**config.mk**
```make
export PLATFORM = sky130hd
export DESIGN_NAME = ptr_io_ctrl
export DESIGN_NICKNAME = d
export VERILOG_FILES = /design/src/rtl/ptr_pkg.sv /design/src/rtl/ptr_edge.sv /design/src/rtl/ptr_decode.sv /design/src/rtl/ptr_buffer.sv /design/src/rtl/ptr_ctrl.sv /design/src/rtl/ptr_io_ctrl.sv
export SDC_FILE = /design/constraint.sdc
export NUM_CORES = 1
export LEC_CHECK = 0
export ABC_AREA = 0
export BUFFER_PORTS_ARGS = -buffer_cell sky130_fd_sc_hd__buf_4
export CORE_AREA = 2 2 49 51
export DETAILED_ROUTE_END_ITERATION = 10
export DIE_AREA = 0 0 51 53
export GPL_ROUTABILITY_DRIVEN = 0
export GPL_TIMING_DRIVEN = 0
export HOLD_SLACK_MARGIN = 0.02
export PLACE_DENSITY_LB_ADDON = 0.05
export SETUP_SLACK_MARGIN = 0.05
export SYNTH_ARGS = -nofsm -noshare
export SYNTH_HDL_FRONTEND = slang
export SYNTH_SLANG_ARGS = --single-unit
export TNS_END_PERCENT = 100
```
**constraint.sdc**
```tcl
create_clock -name clk -period 1.1 [get_ports clk]
set_clock_uncertainty 0.15 [all_clocks]
set_input_delay 0.11 -clock clk [delete_from_list [all_inputs] [get_ports clk]]
set_output_delay 0.11 -clock clk [all_outputs]
set_load 0.02 [all_outputs]
```
**src/rtl/ptr_pkg.sv**
```systemverilog
package ptr_pkg;

    typedef struct packed {
        logic run;
        logic pwr;
        logic en;
        logic st_a;
        logic st_b;
    } ctrl_st_t;

    localparam ctrl_st_t CTRL_RST = '{run: 1'b0, pwr: 1'b0, en: 1'b0, st_a: 1'b0, st_b: 1'b0};

endpackage

```
**src/rtl/ptr_edge.sv**
```systemverilog
module ptr_edge #(
    parameter int          N       = 4,
    parameter logic [N-1:0] RST_VAL = '0
) (
    input  logic         clk,
    input  logic         init_n,
    input  logic [N-1:0] level,
    output logic [N-1:0] rise
);
    logic [N-1:0] prev_d, prev_q;

    for (genvar i = 0; i < N; i++) begin : g_bit
        assign rise[i]   = level[i] & ~prev_q[i];
        assign prev_d[i] = level[i];
    end

    always_ff @(posedge clk) begin
        if (!init_n) prev_q <= RST_VAL;
        else         prev_q <= prev_d;
    end
endmodule

```
**src/rtl/ptr_decode.sv**
```systemverilog
module ptr_decode #(
    parameter int               SEL_W    = 6,
    parameter logic [SEL_W-1:0] DEV_CODE = '1
) (
    input  logic [SEL_W-1:0] dev_sel,
    input  logic             pulse_p1,
    input  logic             pulse_p2,
    input  logic             pulse_p4,
    output logic             dec_p1,
    output logic             dec_p2,
    output logic             dec_p4
);
    logic hit;

    always_comb begin
        hit    = (dev_sel == DEV_CODE);
        dec_p1 = hit & pulse_p1;
        dec_p2 = hit & pulse_p2;
        dec_p4 = hit & pulse_p4;
    end
endmodule

```
**src/rtl/ptr_buffer.sv**
```systemverilog
module ptr_buffer #(
    parameter int DATA_W = 8
) (
    input  logic              clk,
    input  logic              init_n,
    input  logic              cap,
    input  logic              clr,
    input  logic [DATA_W-1:0] hole_n,
    input  logic              gate,
    output logic [DATA_W-1:0] bus_out,
    output logic              flag
);
    typedef struct packed {
        logic [DATA_W-1:0] data;
        logic              flag;
    } buf_st_t;

    buf_st_t st_d, st_q;

    always_comb begin
        st_d = st_q;
        if (clr) begin
            st_d.data = '0;
            st_d.flag = 1'b0;
        end
        if (cap) begin
            st_d.data = ~hole_n;
            st_d.flag = 1'b1;
        end
    end

    always_ff @(posedge clk) begin
        if (!init_n) st_q <= '0;
        else         st_q <= st_d;
    end

    assign bus_out = gate ? st_q.data : '0;
    assign flag    = st_q.flag;

    AST_CAPTURE_SETS_FLAG: assert property (@(posedge clk) disable iff (!init_n)
        cap |=> flag);
    AST_CLEAR_EMPTIES: assert property (@(posedge clk) disable iff (!init_n)
        (clr && !cap) |=> (!flag && st_q.data == '0));
endmodule

```
**src/rtl/ptr_ctrl.sv**
```systemverilog
module ptr_ctrl
    import ptr_pkg::*;
(
    input  logic     clk,
    input  logic     init_n,
    input  logic     start,
    input  logic     stop,
    input  logic     cap,
    input  logic     feed_rise,
    input  logic     shift_rise,
    input  logic     feed_sw,
    output ctrl_st_t st
);
    ctrl_st_t st_d, st_q;

    always_comb begin
        st_d = st_q;
        if (start) begin
            st_d.run = 1'b1;
            st_d.pwr = 1'b1;
        end else if (stop) begin
            st_d.run = 1'b0;
        end
        if (cap)        st_d.en   = 1'b1;
        if (feed_rise)  st_d.st_a = st_q.run | feed_sw;
        if (shift_rise) st_d.st_b = st_q.st_a;
    end

    always_ff @(posedge clk) begin
        if (!init_n) st_q <= CTRL_RST;
        else         st_q <= st_d;
    end

    assign st = st_q;

    AST_INIT_CLEARS: assert property (@(posedge clk)
        !init_n |=> (!st_q.run && !st_q.pwr && !st_q.en));
    AST_STOP_DROPS_RUN: assert property (@(posedge clk) disable iff (!init_n)
        (stop && !start) |=> !st_q.run);
    AST_ENABLE_ON_CAPTURE: assert property (@(posedge clk) disable iff (!init_n)
        cap |=> st_q.en);
    AST_START_POWERS: assert property (@(posedge clk) disable iff (!init_n)
        start |=> (st_q.run && st_q.pwr));
endmodule

```
**src/rtl/ptr_io_ctrl.sv**
```systemverilog
module ptr_io_ctrl
    import ptr_pkg::*;
#(
    parameter int               DATA_W   = 8,
    parameter int               SEL_W    = 6,
    parameter logic [SEL_W-1:0] DEV_CODE = '1
) (
    input  logic              clk,
    input  logic              init_n,
    input  logic [SEL_W-1:0]  dev_sel,
    input  logic              pulse_p1,
    input  logic              pulse_p2,
    input  logic              pulse_p4,
    input  logic              rdr_clk,
    input  logic [DATA_W-1:0] hole_n,
    input  logic              feed_hole,
    input  logic              feed_sw,
    input  logic              stop_done,
    input  logic              shift_in,
    output logic              sel_p1,
    output logic              sel_p2,
    output logic              sel_p4_n,
    output logic [DATA_W-1:0] bus_in,
    output logic              io_skip,
    output logic              io_int,
    output logic              rdr_run,
    output logic              pwr_on,
    output logic              enable_n,
    output logic              st_a,
    output logic              st_a_n,
    output logic              st_b,
    output logic              st_b_n
);
    localparam int EV_N = 4;

    logic            dec_p1, dec_p2, dec_p4;
    logic [EV_N-1:0] ev_lvl, ev_rise;
    logic            flag;
    ctrl_st_t        cst;

    ptr_decode #(.SEL_W(SEL_W), .DEV_CODE(DEV_CODE)) u_dec (
        .dev_sel (dev_sel),
        .pulse_p1(pulse_p1),
        .pulse_p2(pulse_p2),
        .pulse_p4(pulse_p4),
        .dec_p1  (dec_p1),
        .dec_p2  (dec_p2),
        .dec_p4  (dec_p4)
    );

    // bit 0 watches the inverted reader clock, so its rise marks the falling edge
    assign ev_lvl = {shift_in, feed_hole, dec_p4, ~rdr_clk};

    ptr_edge #(.N(EV_N), .RST_VAL(4'b0001)) u_edge (
        .clk   (clk),
        .init_n(init_n),
        .level (ev_lvl),
        .rise  (ev_rise)
    );

    ptr_buffer #(.DATA_W(DATA_W)) u_buf (
        .clk    (clk),
        .init_n (init_n),
        .cap    (ev_rise[0]),
        .clr    (ev_rise[1]),
        .hole_n (hole_n),
        .gate   (dec_p2),
        .bus_out(bus_in),
        .flag   (flag)
    );

    ptr_ctrl u_ctrl (
        .clk       (clk),
        .init_n    (init_n),
        .start     (ev_rise[1]),
        .stop      (stop_done),
        .cap       (ev_rise[0]),
        .feed_rise (ev_rise[2]),
        .shift_rise(ev_rise[3]),
        .feed_sw   (feed_sw),
        .st        (cst)
    );

    assign sel_p1   = dec_p1;
    assign sel_p2   = dec_p2;
    assign sel_p4_n = ~dec_p4;
    assign io_int   = flag;
    assign io_skip  = dec_p1 & flag;
    assign rdr_run  = cst.run;
    assign pwr_on   = cst.pwr;
    assign enable_n = ~cst.en;
    assign st_a     = cst.st_a;
    assign st_a_n   = ~cst.st_a;
    assign st_b     = cst.st_b;
    assign st_b_n   = ~cst.st_b;

    AST_BUS_IDLE_ZERO: assert property (@(posedge clk) disable iff (!init_n)
        !sel_p2 |-> (bus_in == '0));
    AST_SKIP_NEEDS_FLAG: assert property (@(posedge clk) disable iff (!init_n)
        io_skip |-> io_int);
    AST_DECODE_EXCLUSIVE: assert property (@(posedge clk) disable iff (!init_n)
        (dev_sel != DEV_CODE) |-> (!sel_p1 && !sel_p2 && sel_p4_n));
endmodule

```
Word level (Yosys, flattened, before mapping)
Index checks and enable logic that the tools add are counted.
{ "op_classes": {"mul": 0, "n_bitwise": 19, "shift": 0, "n_reduce_logical": 2, "n_mux": 5, "n_div": 0, "n_eq_ne": 1, "add_sub_neg": 0, "n_lt_le_gt_ge": 0} }
{ "op_table": {"columns": ["op", "count"], "rows": [
  ["$mux 9", 2],
  ["$not 1->1", 9],
  ["$and 1x1->1", 8],
  ["$mux 8", 1],
  ["$not 8->8", 1],
  ["$eq 6x6->1 const B", 1],
  ["$reduce_bool 2->1", 2],
  ["$mux 1", 2],
  ["$or 1x1->1", 1]
]} }
{ "totals": {"in_bits": 24, "ram_bits": 0, "word_cells": 35, "mem_bits_ro": 0, "memories": 0, "latchBits": 0, "output_inout_bits": 20, "register_bits": 18} }

Longest topological paths before layout
Gate-level depths: netlist (run 1).
{ "logic_depth": {"ltp_word": 5, "ltp_mapped": 4, "depth_no_buf": 3} }

Cells and area by module
Synthesis (run 1) repeated with hierarchy kept, for this count alone.
{ "hier_totals": {"cells_unflattened": 78, "area_unflattened_um2": 762.0} }
{ "modules_own_cells": {"columns": ["module", "n_inst", "area_per_inst_um2", "cells_per_inst", "seq_area_each_um2"], "rows": [
  ["ptr_buffer", 1, 415.4, 39, 180.2],
  ["ptr_ctrl", 1, 158.9, 14, 100.1],
  ["ptr_edge", 1, 130.1, 12, 80.1],
  ["ptr_decode", 1, 32.5, 7, 0.0],
  ["ptr_io_ctrl", 1, 25.0, 6, 0.0]
]} }

Least setup slack after synthesis (run 1)
No wires, ideal clock.
{ "synth_path": {"kind": "input to output", "from": "in dev_sel[4]", "to": "out bus_in[0]", "path_slack_ns": -0.056, "t_arrival_ns": 0.896, "path_stages": 3, "required_ns": 0.840, "path_buffers": 0, "cell_sequence": "nand4_4 -> nor3_4 -> and2_1"} }
{ "synth_via": {"elab_chain_cells": 3} }
{ "synth_lines": {"columns": ["element", "line_no", "rtl"], "rows": [
  ["start, declared", "ptr_io_ctrl.sv:10", "input logic [SEL_W-1:0] dev_sel,"],
  ["$eq 6x6->1", "ptr_decode.sv:16", "hit = (dev_sel == DEV_CODE);"],
  ["$and 1x1->1", "ptr_decode.sv:18", "dec_p2 = hit & pulse_p2;"],
  ["via sel_p2", "ptr_io_ctrl.sv:21", "output logic sel_p2,"],
  ["$mux 8", "ptr_buffer.sv:37", "assign bus_out = gate ? st_q.data : '0;"],
  ["end, declared", "ptr_io_ctrl.sv:23", "output logic [DATA_W-1:0] bus_in,"]
]} }
The timed path passes the listed nets, and every way through them passes these cells.

Worst setup path after layout (run 1)
{ "layout_path": {"from": "reg u_buf.st_q (netlist bit u_buf.flag)", "to": "out io_skip"} }
{ "layout_via": {"elab_chain_cells": 1} }
{ "layout_lines": {"columns": ["element", "line_no", "rtl"], "rows": [
  ["start, declared", "ptr_buffer.sv:18", "buf_st_t st_d, st_q;"],
  ["start signal, assigned", "ptr_buffer.sv:34", "else st_q <= st_d;"],
  ["$and 1x1->1", "ptr_io_ctrl.sv:88", "assign io_skip = dec_p1 & flag;"],
  ["end, declared", "ptr_io_ctrl.sv:24", "output logic io_skip,"]
]} }
Every way passes these cells.

==> results.md, run 1 <==
* Via count of the first global-routing pass at 847
* Mean instance size in the synthesized netlist at around 9 um2
* Total CTS buffers at 3
* Busiest layer in global routing: met2
* Slew Viols, Final at 0
* Outcome: finished with violations
* Critical Path Fanout Max at 2
* Leakage power at slightly above 0.7 nW
* Wire length after detailed routing at 2420 um
* Post-synth top flop: sky130_fd_sc_hd__dfxtp_1
* DRC violation count after routing at 0
* Count of max-cap constraint violations at 0
* Count of hold buffers inserted by post-cts repair at 16
* Row Count at 17
* Global-route met3 utilization at 0.0198
* Nature of the critical path endpoint: output port
* Number of buffers inserted by port buffering at 42
* Wirelength per Cell at 13.0 um
* Part of the Yosys area used for sequential elements at 0.452
* Via count at slightly below 900
* Dpl hpwl at between 1000 and 1500 um
* Antenna violation net count after detailed routing at 0
* Routed via count divided by cell count at 4.66
* Worst setup timing slack at the placement stage at -0.228 ns
* Post-synthesis instance area at 797 um2
* Max-Slew Margin vs Limit at 0.685
* Die Ht at 53 um
* Synth Net Count at 110
* Worst-Margin Slew at roughly 0.47 ns
* Core occupancy in the finished layout at 0.751
* Count of clock tree sinks at 18
* Startpoint types: flop
* Setup_tns at -1.26 ns
* Clock-pin slew of the registers on the worst-case setup and hold paths at 0.10 ns
* Critical R2R Launch: u_edge.prev_q[1]$_SDFF_PN0_
* Violations in the final reports: hold timing, setup timing
* Antenna violations before repair at 0
* Final period util at 1.10
* Maximum vdd ir drop at 956 uV
* Post-layout worst setup margin at -0.106 ns
* FF+latch count, synth at 18
* Total global routing track utilization at 0.189
* Number of synthesized flops with an enable pin at 0
* Area added between synthesis and finish at 103%
* Fraction of post-synthesis cell area in the top cell type by area at 0.452
* Maximum clock frequency at 829 MHz
* Hold Path Class: primary input to flop
* Total congestion overflow after global routing at 0
* Antenna fix cells at 0
* GR Util met2 at 0.357
* Crit path from: u_buf.flag$_SDFFE_PN0P_
* Synth top area cells: sky130_fd_sc_hd__dfxtp_1 45%, sky130_fd_sc_hd__and2_1 9.4%, sky130_fd_sc_hd__nand3b_1 7.5%
* Clk_lat worst skew at 0.29 ns
* Yosys Warn Count at 0
* Unrepaired setup endpoints after global routing: yes
* Most area-hungry cell type in the Yosys netlist: sky130_fd_sc_hd__dfxtp_1
* Area of the multi-input gates at 483 um2
* Synth async-reset ratio at 0
* Final setup fails at 21
* Worst setup path end: io_skip
* Time the worst path needs with I/O delays and setup at between 1 and 1.5 ns
* Detailed-router iteration count before antenna repair at 4
* Synthesized netlist cell count at 86
* Effective utilization at floorplan at 0.371
* Most frequent standard cell in the layout excluding fill and tap cells: sky130_fd_sc_hd__buf_4
* Endpoint of the most critical register-to-register path: u_ctrl.st[3]$_SDFFE_PN0P_
* Depth of the CTS H-tree at 1
* Met1 Usage GRT at 0.218
* CP required at 0.84 ns
* Area of the die at between 0.002 and 0.003 mm2
* Setup slack on the worst flop-to-flop path at -0.07 ns
* Count of cells along the worst register-to-register path at 3
* # nets final at 183
* Data arrival time of the critical path at 0.95 ns
* First-pass GRT wire length at 3810 um
* Proportion of layout cells with a drive suffix above 1 at 0.614
* Register cell area after layout at 374 um2
* Commonest non-fill, non-tap cells in the layout: 29 x sky130_fd_sc_hd__buf_4, 23 x sky130_fd_sc_hd__buf_6, 15 x sky130_fd_sc_hd__dlygate4sd3_1
* Path type of the worst setup path: flop to output port
* Number of distinct library cells after synthesis at 23
* Smallest hold slack at -0.00565 ns
* Floorplan die width at a little over 50 um
* Number of hold violations in the final report at 1
* Design Power at 1.39 mW
* Maximum number of pins on one net before global-route repair at 11
* Start point of the worst min-delay path: rdr_clk
* Areal power density over the cells at 860 mW/mm2
* CTS tree: done
* # fillers at approximately 170
* Clock buffer depth at 2
* Area of the core at 0.00215 mm2
* Number of top-level pins at 44
* Master cell of the clock root buffer: sky130_fd_sc_hd__clkbuf_4
* Detailed router's first-iteration violation count at 11
power by group:
group	internal (mW)	switching [mW]	leakage [nW]
Sequential	0.679	0.0138	0.151
Clock	0.202	0.200	0.0210
Combinational	0.177	0.116	0.553
Total	1.06	0.329	0.725
cells in the mapped netlist, drive strengths merged, types with 2 or more instances:
cell / instances
inv: 4
and3: 2
nand2b: 2
and2: 12
nand2: 6
o21ai: 9
dfxtp: 18
buf: 4
nor2: 2
nand3b: 8
o21a: 2
nand3: 8
through the flow:
stage	instance area [um2]	hold slack, ns	instances
after floorplan	817	0.0219	86
after global placement	1170	0.139	156
after detailed placement	1170	0.148	156
after CTS	1540	-0.00692	183
after global routing	1610	0.00183	186
final	1610	-0.00565	186
layout make-up:
cell class	instances	area share
sequential	18	0.232
buffer	4	0.0171
clock buffer	4	0.0225
timing repair buffer	68	0.398
multi-input combinational	60	0.299
tap	28	0.0217
inverter	4	0.00930
routing by layer:
metal	vias to the layer above	wire (um)
li1	436	-
met1	389	997
met2	33	1240
met3	9	131
met4	0	54
met5	-	0
cell families (layout without fill, tap and decap cells):
family                 Yosys count  count (layout)  synth area share
and+or+nand+nor                 45              46             0.381
DFF                             18              18             0.452
AOI/OAI and AO/OA               13              13            0.0973
buffers and inverters            9              80            0.0565
muxes                            1               1            0.0126
registers in the layout (all words and copies together), names as in the netlist:
register and cells:
u_edge.prev_q 4, u_buf.st_q 8, u_buf.flag 1, u_ctrl.st 5
worst min-delay path by stage:
stage	end	slack, ns	cells after the start
finish	u_buf.flag$_SDFFE_PN0P_	-0.006	4
floorplan	u_edge.prev_q[0]$_SDFF_PN1_	0.02	1
CTS	u_buf.flag$_SDFFE_PN0P_	-0.007	4
global placement	u_edge.prev_q[0]$_SDFF_PN1_	0.14	2
global route	u_buf.flag$_SDFFE_PN0P_	0.002	4
detailed placement	u_edge.prev_q[0]$_SDFF_PN1_	0.15	2
critical path: stages (launching register included):
cell and delay [ns]:
sky130_fd_sc_hd__dfxtp_2 0.36, sky130_fd_sc_hd__and3_4 0.18, sky130_fd_sc_hd__buf_6 0.11
what timing repair did:
action | in CTS | in global routing
endpoints found under the hold margin | 15 | 1
gates cloned | 2 | 0
resized for setup | 48 | 16
pin swaps | 11 | 8
setup buffers | 5 | 4
setup endpoints to repair | 28 | 34
(Power assumes the default switching activity.)
==> run 2, diff against run 1 <==
--- a/config.mk
+++ b/config.mk
@@ -14,6 +14,7 @@
 export GPL_TIMING_DRIVEN = 0
 export HOLD_SLACK_MARGIN = 0.02
 export PLACE_DENSITY_LB_ADDON = 0.05
+export RECOVER_POWER = 100
 export SETUP_SLACK_MARGIN = 0.05
 export SYNTH_ARGS = -nofsm -noshare
 export SYNTH_HDL_FRONTEND = slang
==> run 2 against run 1 <==
Effect of this change:
- the run still ends with hold timing, setup timing left
- die area unchanged
- sequential power about the same
- sequential share of layout area about the same
- combinational power down 3%
- power down 0.72%
- global-route usage unchanged
- largest power group unchanged
==> results.md, run 2 (synthesized netlist as in run 1, its figures left out) <==
* Top reg by flops: u_buf.st_q (unchanged)
* Total global routing track utilization at 0.189 (unchanged)
* Critical Path Fanout Max at 2 (unchanged)
* Violations in the final reports: hold timing, setup timing (unchanged)
* Flip-flop count of the largest register, all copies and words added at 8 (unchanged)
* Leakage power at 0.713 nW (was 0.725 nW)
* Wire length after detailed routing at 2420 um (about the same)
* Unrepaired setup endpoints after global routing: yes (unchanged)
* Detailed router's first-iteration violation count at 12 (was 11)
* Master cell of the clock root buffer: sky130_fd_sc_hd__clkbuf_4 (unchanged)
* Area of the core at 0.00215 mm2 (unchanged)
* Count of clock tree sinks at 18 (unchanged)
* Critical path's largest stage delay at 0.36 ns (about the same)
* Startpoint types: flop (unchanged)
* Instance area at placement at 0.00117 mm2 (unchanged)
* Path type of the worst setup path: flop to output port (unchanged)
* Number of buffers inserted by port buffering at 42 (unchanged)
* Slew Viols, Final at 0 (unchanged)
* Detailed-router iteration count before antenna repair at 4 (unchanged)
* Data arrival time of the critical path at 0.95 ns (about the same)
* Clock buffer depth at 2 (unchanged)
* Number of hold violations in the final report at 1 (unchanged)
* Slowest cell on the critical path: sky130_fd_sc_hd__dfxtp_2 (unchanged)
* Nature of the critical path endpoint: output port (unchanged)
* Depth of the CTS H-tree at 1 (unchanged)
* First-pass GRT wire length at 3810 um (unchanged)
* Worst-path cell chain: and3_4, buf_6 (unchanged)
* Clk_lat worst skew at 0.29 ns (about the same)
* Antenna violations before repair at 0 (unchanged)
* Areal power density over the cells at 868 mW/mm2 (was 860 mW/mm2)
* Smallest hold slack at -0.00528 ns (was -0.00565 ns)
* Worst path buffer plus inverter count at 1 (unchanged)
* Hold Path Class: primary input to flop (unchanged)
* Number of top-level pins at 44 (unchanged)
* Effective utilization at floorplan at 0.371 (unchanged)
* Worst-Margin Slew at 0.472 ns (was 0.473 ns)
* Die Ht at 53 um (unchanged)
* Max-Slew Margin vs Limit at 0.685 (about the same)
* Antenna fix cells at 0 (unchanged)
* # nets final at 183 (unchanged)
* Maximum vdd ir drop at 959 uV (was 956 uV)
* Family with the most delay on the worst path: flip-flops (unchanged)
* Commonest non-fill, non-tap cells in the layout: 28 x sky130_fd_sc_hd__buf_4, 22 x sky130_fd_sc_hd__buf_6, 15 x sky130_fd_sc_hd__dlygate4sd3_1 (was 29 x sky130_fd_sc_hd__buf_4, 23 x sky130_fd_sc_hd__buf_6, 15 x sky130_fd_sc_hd__dlygate4sd3_1)
* Outcome: finished with violations (unchanged)
* Worst setup timing slack at the placement stage at -0.228 ns (unchanged)
* DRC violation count after routing at 0 (unchanged)
* Cell Int Power at 1.05 mW (was 1.06 mW)
* Maximum number of pins on one net before global-route repair at 11 (unchanged)
* Total CTS buffers at 3 (unchanged)
* CP required at 0.84 ns (about the same)
* Area of the die at 0.00270 mm2 (unchanged)
* Switching power at 0.327 mW (was 0.329 mW)
* Via count at 873 (was 867)
* Antenna violation net count after detailed routing at 0 (unchanged)
* Row Count at 17 (unchanged)
* Time the worst path needs with I/O delays and setup at 1.21 ns (about the same)
* Setup_tns at -1.31 ns (was -1.26 ns)
* Finished layout cell area at 0.00159 mm2 (was 0.00161 mm2)
* Switching portion of total power at 0.237 (about the same)
* Count of max-cap constraint violations at 0 (unchanged)
* Area added between synthesis and finish at 99.1% (was 103%)
* Clock-pin slew of the registers on the worst-case setup and hold paths at 0.10 ns (about the same)
* Final setup fails at 22 (was 21)
* Maximum clock frequency at 829 MHz (about the same)
* Total congestion overflow after global routing at 0 (unchanged)
* Clock power share at 0.291 (was 0.289)
* Final period util at 1.10 (about the same)
* Routed via count divided by cell count at 4.69 (was 4.66)
* Post-layout worst setup margin at -0.107 ns (was -0.106 ns)
* Floorplan die width at 51 um (unchanged)
* CTS tree: done (unchanged)
* Dpl hpwl at 1440 um (unchanged)
* Wirelength per Cell at 13.0 um (about the same)
* Combinational power share at 0.207 (was 0.211)
* Reg power frac at 0.502 (was 0.499)
* Via count of the first global-routing pass at 847 (unchanged)
* Proportion of layout cells with a drive suffix above 1 at 0.563 (was 0.614)
* Count of hold buffers inserted by post-cts repair at 16 (unchanged)
* Most frequent standard cell in the layout excluding fill and tap cells: sky130_fd_sc_hd__buf_4 (unchanged)
[run 2: cell count changes in the layout (fill, tap and decap cells not counted), sizes merged]
| cell | delta |
|---|---|
| buf | -2 |
| clkbuf | +2 |
[run 2: metal layers]
metal / vias up / track usage / share of wire
met2: 33 / 0.357 / 0.52
met4: 0 / 0.0676 / 0.022
met5: - / 0 / 0
met3: 9 / 0.0198 / 0.054
li1: 435 / - / -
met1: 396 / 0.218 / 0.41
[run 2: layout make-up]
type                            instances  area (um2)
Multi-Input combinational cell         60         472
Inverter                                4        15.0
Sequential cell                        18         368
Timing Repair Buffer                   68         636
Tap cell                               28        35.0
Fill cell                             178         562
Clock buffer                            4        36.3
Buffer                                  4        25.0
[run 2: power by group through the flow]
stage	combinational [mW]	sequential (mW)	clock [mW]
2_1_floorplan	0.0786	0.708	0
3_3_place_gp	0.185	0.701	0
3_5_place_dp	0.189	0.702	0
4_1_cts	0.271	0.691	0.413
5_1_grt	0.305	0.695	0.440
6_report	0.285	0.692	0.401
[run 2: what timing repair did]
action	CTS	global route
buffers inserted	5	4
pin swaps	11	8
gates cloned	2	0
endpoints found under the setup margin	28	34
hold endpoints to repair	15	1
gates resized for setup	48	16
[run 2: worst min-delay path, stage by stage]
cell	delay, ns
sky130_fd_sc_hd__buf_4	0.10
sky130_fd_sc_hd__nor2_2	0.08
sky130_fd_sc_hd__nand2_1	0.07
sky130_fd_sc_hd__o21ai_1	0.05
[run 2: stage by stage]
step	total power, mW	std cells	utilization
after floorplan	0.787	86	-
after global placement	0.885	156	0.543
after detailed placement	0.891	156	0.543
after CTS	1.38	183	0.716
after global routing	1.44	186	0.738
final	1.38	186	0.738
[run 2: final timing paths]
kind / from / to / slack [ns] / depth (start not counted)
hold reg to reg: u_buf.st_q[3]$_SDFFE_PN0P_ / u_buf.st_q[3]$_SDFFE_PN0P_ / 0.32 / 2
setup / recovery: u_buf.flag$_SDFFE_PN0P_ / io_skip / -0.11 / 2
setup reg to reg: u_edge.prev_q[1]$_SDFF_PN0_ / u_buf.st_q[3]$_SDFFE_PN0P_ / -0.07 / 3
hold / removal: rdr_clk / u_buf.flag$_SDFFE_PN0P_ / -0.005 / 4
==> run 3, diff against run 2 <==
--- a/config.mk
+++ b/config.mk
@@ -7,9 +7,11 @@
 export LEC_CHECK = 0
 export ABC_AREA = 0
 export BUFFER_PORTS_ARGS = -buffer_cell sky130_fd_sc_hd__buf_4
-export CORE_AREA = 2 2 49 51
+export CELL_PAD_IN_SITES_DETAIL_PLACEMENT = 1
+export CELL_PAD_IN_SITES_GLOBAL_PLACEMENT = 2
+export CORE_AREA = 2 2 65 67
 export DETAILED_ROUTE_END_ITERATION = 10
-export DIE_AREA = 0 0 51 53
+export DIE_AREA = 0 0 67 69
 export GPL_ROUTABILITY_DRIVEN = 0
 export GPL_TIMING_DRIVEN = 0
 export HOLD_SLACK_MARGIN = 0.02
==> run 3 against run 2 <==
Effect of this change:
- the run still ends with hold timing, setup timing left
- sequential power about the same
- cell area down 3.1%
- fmax up 3.7%
- critical path depth up 1
- core utilization down 35 points
- routed wire length up 15%
- largest cell class unchanged
- highest routed layer unchanged
==> results.md, run 3 (synthesized netlist as in run 1, its figures left out) <==
* Outcome: finished with violations (unchanged)
* Violations in the final reports: hold timing, setup timing (unchanged)
* Worst-path cell chain: nor4b_4, buf_6, o21ai_1 (was and3_4, buf_6)
* Clk_lat worst skew at 0.25 ns (was 0.29 ns)
* Total congestion overflow after global routing at 0 (unchanged)
* Effective utilization at floorplan at 0.204 (was 0.371)
* Path type of the worst setup path: flop to flop (was flop to output port)
* Worst-Margin Slew at 0.484 ns (was 0.472 ns)
* Clock-pin slew of the registers on the worst-case setup and hold paths at 0.07 ns (was 0.10 ns)
* Max-Slew Margin vs Limit at 0.677 (was 0.685)
* Nature of the critical path endpoint: flop (was output port)
* Data arrival time of the critical path at 1.15 ns (was 0.95 ns)
* DRC violation count after routing at 0 (unchanged)
* Design Power at 1.42 mW (was 1.38 mW)
* Count of max-cap constraint violations at 0 (unchanged)
* Crit path from: u_edge.prev_q[1]$_SDFF_PN0_ (was u_buf.flag$_SDFFE_PN0P_)
* Post-layout worst setup margin at -0.0632 ns (was -0.107 ns)
* Critical Path Fanout Max at 10 (was 2)
* Via count at 848 (was 873)
* Detailed-router iteration count before antenna repair at 2 (was 4)
* Leakage power at 0.667 nW (was 0.713 nW)
* Most frequent standard cell in the layout excluding fill and tap cells: sky130_fd_sc_hd__buf_4 (unchanged)
* Clock buffer depth at 2 (unchanged)
* Start point of the worst min-delay path: feed_sw (was rdr_clk)
* Proportion of layout cells with a drive suffix above 1 at 0.527 (was 0.563)
* Row Count at 23 (was 17)
* Number of top-level pins at 44 (unchanged)
* Maximum number of pins on one net before global-route repair at 11 (unchanged)
* Routed via count divided by cell count at 4.24 (was 4.69)
* Hold Path Class: primary input to flop (unchanged)
* Worst path buffer plus inverter count at 1 (unchanged)
* Die Ht at 69 um (was 53 um)
* # nets final at 176 (was 183)
* Count of hold buffers inserted by post-cts repair at 13 (was 16)
* # fillers at 474 (was 178)
* Area of the die at 0.00462 mm2 (was 0.00270 mm2)
* CTS tree: done (unchanged)
* Total global routing track utilization at 0.126 (was 0.189)
* Via count of the first global-routing pass at 936 (was 847)
* Startpoint types: flop (unchanged)
* Dpl hpwl at 1710 um (was 1440 um)
* Flip-flop count of the largest register, all copies and words added at 8 (unchanged)
* Number of hold violations in the final report at 1 (unchanged)
* Area added between synthesis and finish at 92.9% (was 99.1%)
* Antenna violation net count after detailed routing at 0 (unchanged)
* Slowest cell on the critical path: sky130_fd_sc_hd__dfxtp_2 (unchanged)
* Count of clock tree sinks at 18 (unchanged)
* Number of buffers inserted by port buffering at 42 (unchanged)
* Register cell area after layout at 367 um2 (was 368 um2)
* CP required at 1.09 ns (was 0.84 ns)
* Final period util at 1.06 (was 1.10)
* Antenna fix cells at 0 (unchanged)
* Total CTS buffers at 3 (unchanged)
* Slew Viols, Final at 0 (unchanged)
* Wirelength per Cell at 14.0 um (was 13.0 um)
* Unrepaired setup endpoints after global routing: yes (unchanged)
* Master cell of the clock root buffer: sky130_fd_sc_hd__clkbuf_8 (was sky130_fd_sc_hd__clkbuf_4)
* Critical path's largest stage delay at 0.33 ns (was 0.36 ns)
* Maximum vdd ir drop at 471 uV (was 959 uV)
* Time the worst path needs with I/O delays and setup at 1.16 ns (was 1.21 ns)
* Area of the core at 0.00391 mm2 (was 0.00215 mm2)
* Antenna violations before repair at 0 (unchanged)
* Smallest hold slack at -0.0343 ns (was -0.00528 ns)
* Critical R2R Launch: u_edge.prev_q[1]$_SDFF_PN0_ (unchanged)
* Floorplan die width at 67 um (was 51 um)
* Detailed router's first-iteration violation count at 22 (was 12)
* Areal power density over the cells at 921 mW/mm2 (was 868 mW/mm2)
* Wire length after detailed routing at 2790 um (was 2420 um)
* Top reg by flops: u_buf.st_q (unchanged)
* Area of the multi-input gates at 449 um2 (was 472 um2)
* Maximum clock frequency at 860 MHz (was 829 MHz)
* First-pass GRT wire length at 4450 um (was 3810 um)
* Commonest non-fill, non-tap cells in the layout: 27 x sky130_fd_sc_hd__buf_4, 21 x sky130_fd_sc_hd__buf_6, 13 x sky130_fd_sc_hd__dlygate4sd3_1, 13 x sky130_fd_sc_hd__dfxtp_1, 9 x sky130_fd_sc_hd__o21ai_1 (was 28 x sky130_fd_sc_hd__buf_4, 22 x sky130_fd_sc_hd__buf_6, 15 x sky130_fd_sc_hd__dlygate4sd3_1)
* Setup_tns at -0.707 ns (was -1.31 ns)
* Depth of the CTS H-tree at 1 (unchanged)
* Family with the most delay on the worst path: flip-flops (unchanged)
* Final setup fails at 21 (was 22)
run 3: cell types whose count changed in the layout (fill, tap and decap cells not counted), moves of 2 or more:
cell and delta:
sky130_fd_sc_hd__clkbuf_4 -4, sky130_fd_sc_hd__dlygate4sd3_1 -2, sky130_fd_sc_hd__clkbuf_8 +2, sky130_fd_sc_hd__o21ai_2 -5
sky130_fd_sc_hd__o21ai_1 +5
run 3: layout make-up:
| type | count | area share |
|---|---|---|
| buffer | 4 | 0.0163 |
| clock buffer | 3 | 0.0269 |
| inverter | 4 | 0.00976 |
| multi-input combinational | 59 | 0.292 |
| sequential | 18 | 0.238 |
| tap | 50 | 0.0407 |
| timing repair buffer | 62 | 0.376 |
run 3: through the flow:
step	cell area [um2]	hold WS (ns)	utilization	instances	setup slack [ns]
after floorplan	817	0.0219	-	86	-0.0494
after global placement	1190	0.141	0.305	178	-0.256
after detailed placement	1190	0.146	0.305	178	-0.250
after CTS	1510	-0.0425	0.386	198	-0.139
after global routing	1540	-0.0338	0.393	200	-0.112
final	1540	-0.0343	0.393	200	-0.0632
run 3: worst paths after layout:
path                                                   end  slack [ns]  cells past startpoint
worst max-delay path            u_buf.st_q[7]$_SDFFE_PN0P_       -0.06                      3
worst min register to register   u_ctrl.st[2]$_SDFFE_PN0N_        0.32                      2
worst min-delay path             u_ctrl.st[1]$_SDFFE_PN0P_       -0.03                      2
worst max register to register  u_buf.st_q[7]$_SDFFE_PN0P_       -0.06                      3
run 3: timing repair:
| item | CTS | global route |
|---|---|---|
| cloned | 1 | 0 |
| endpoints found under the setup margin | 25 | 27 |
| resized for setup | 35 | 15 |
| pin swaps | 11 | 4 |
| buffers inserted | 4 | 4 |
| endpoints found under the hold margin | 14 | 1 |
run 3: worst register-to-register path: stages, from the launching register on:
cell	delay, ns
sky130_fd_sc_hd__dfxtp_2	0.33
sky130_fd_sc_hd__nor4b_4	0.32
sky130_fd_sc_hd__buf_6	0.19
sky130_fd_sc_hd__o21ai_1	0.07
run 3: power breakdown:
part / leakage [nW] / switching [mW] / internal (mW)
Clock: 0.0216 / 0.220 / 0.243
Sequential: 0.149 / 0.0135 / 0.678
Combinational: 0.497 / 0.108 / 0.154
Total: 0.667 / 0.341 / 1.07
run 3: metal layers:
| metal | share of wire | global-route usage | routed length (um) |
|---|---|---|---|
| met4 | 0.0075 | 0.0272 | 21 |
| met2 | 0.51 | 0.226 | 1420 |
| met5 | 0 | 0 | 0 |
| met1 | 0.42 | 0.145 | 1180 |
| met3 | 0.063 | 0.0375 | 176 |
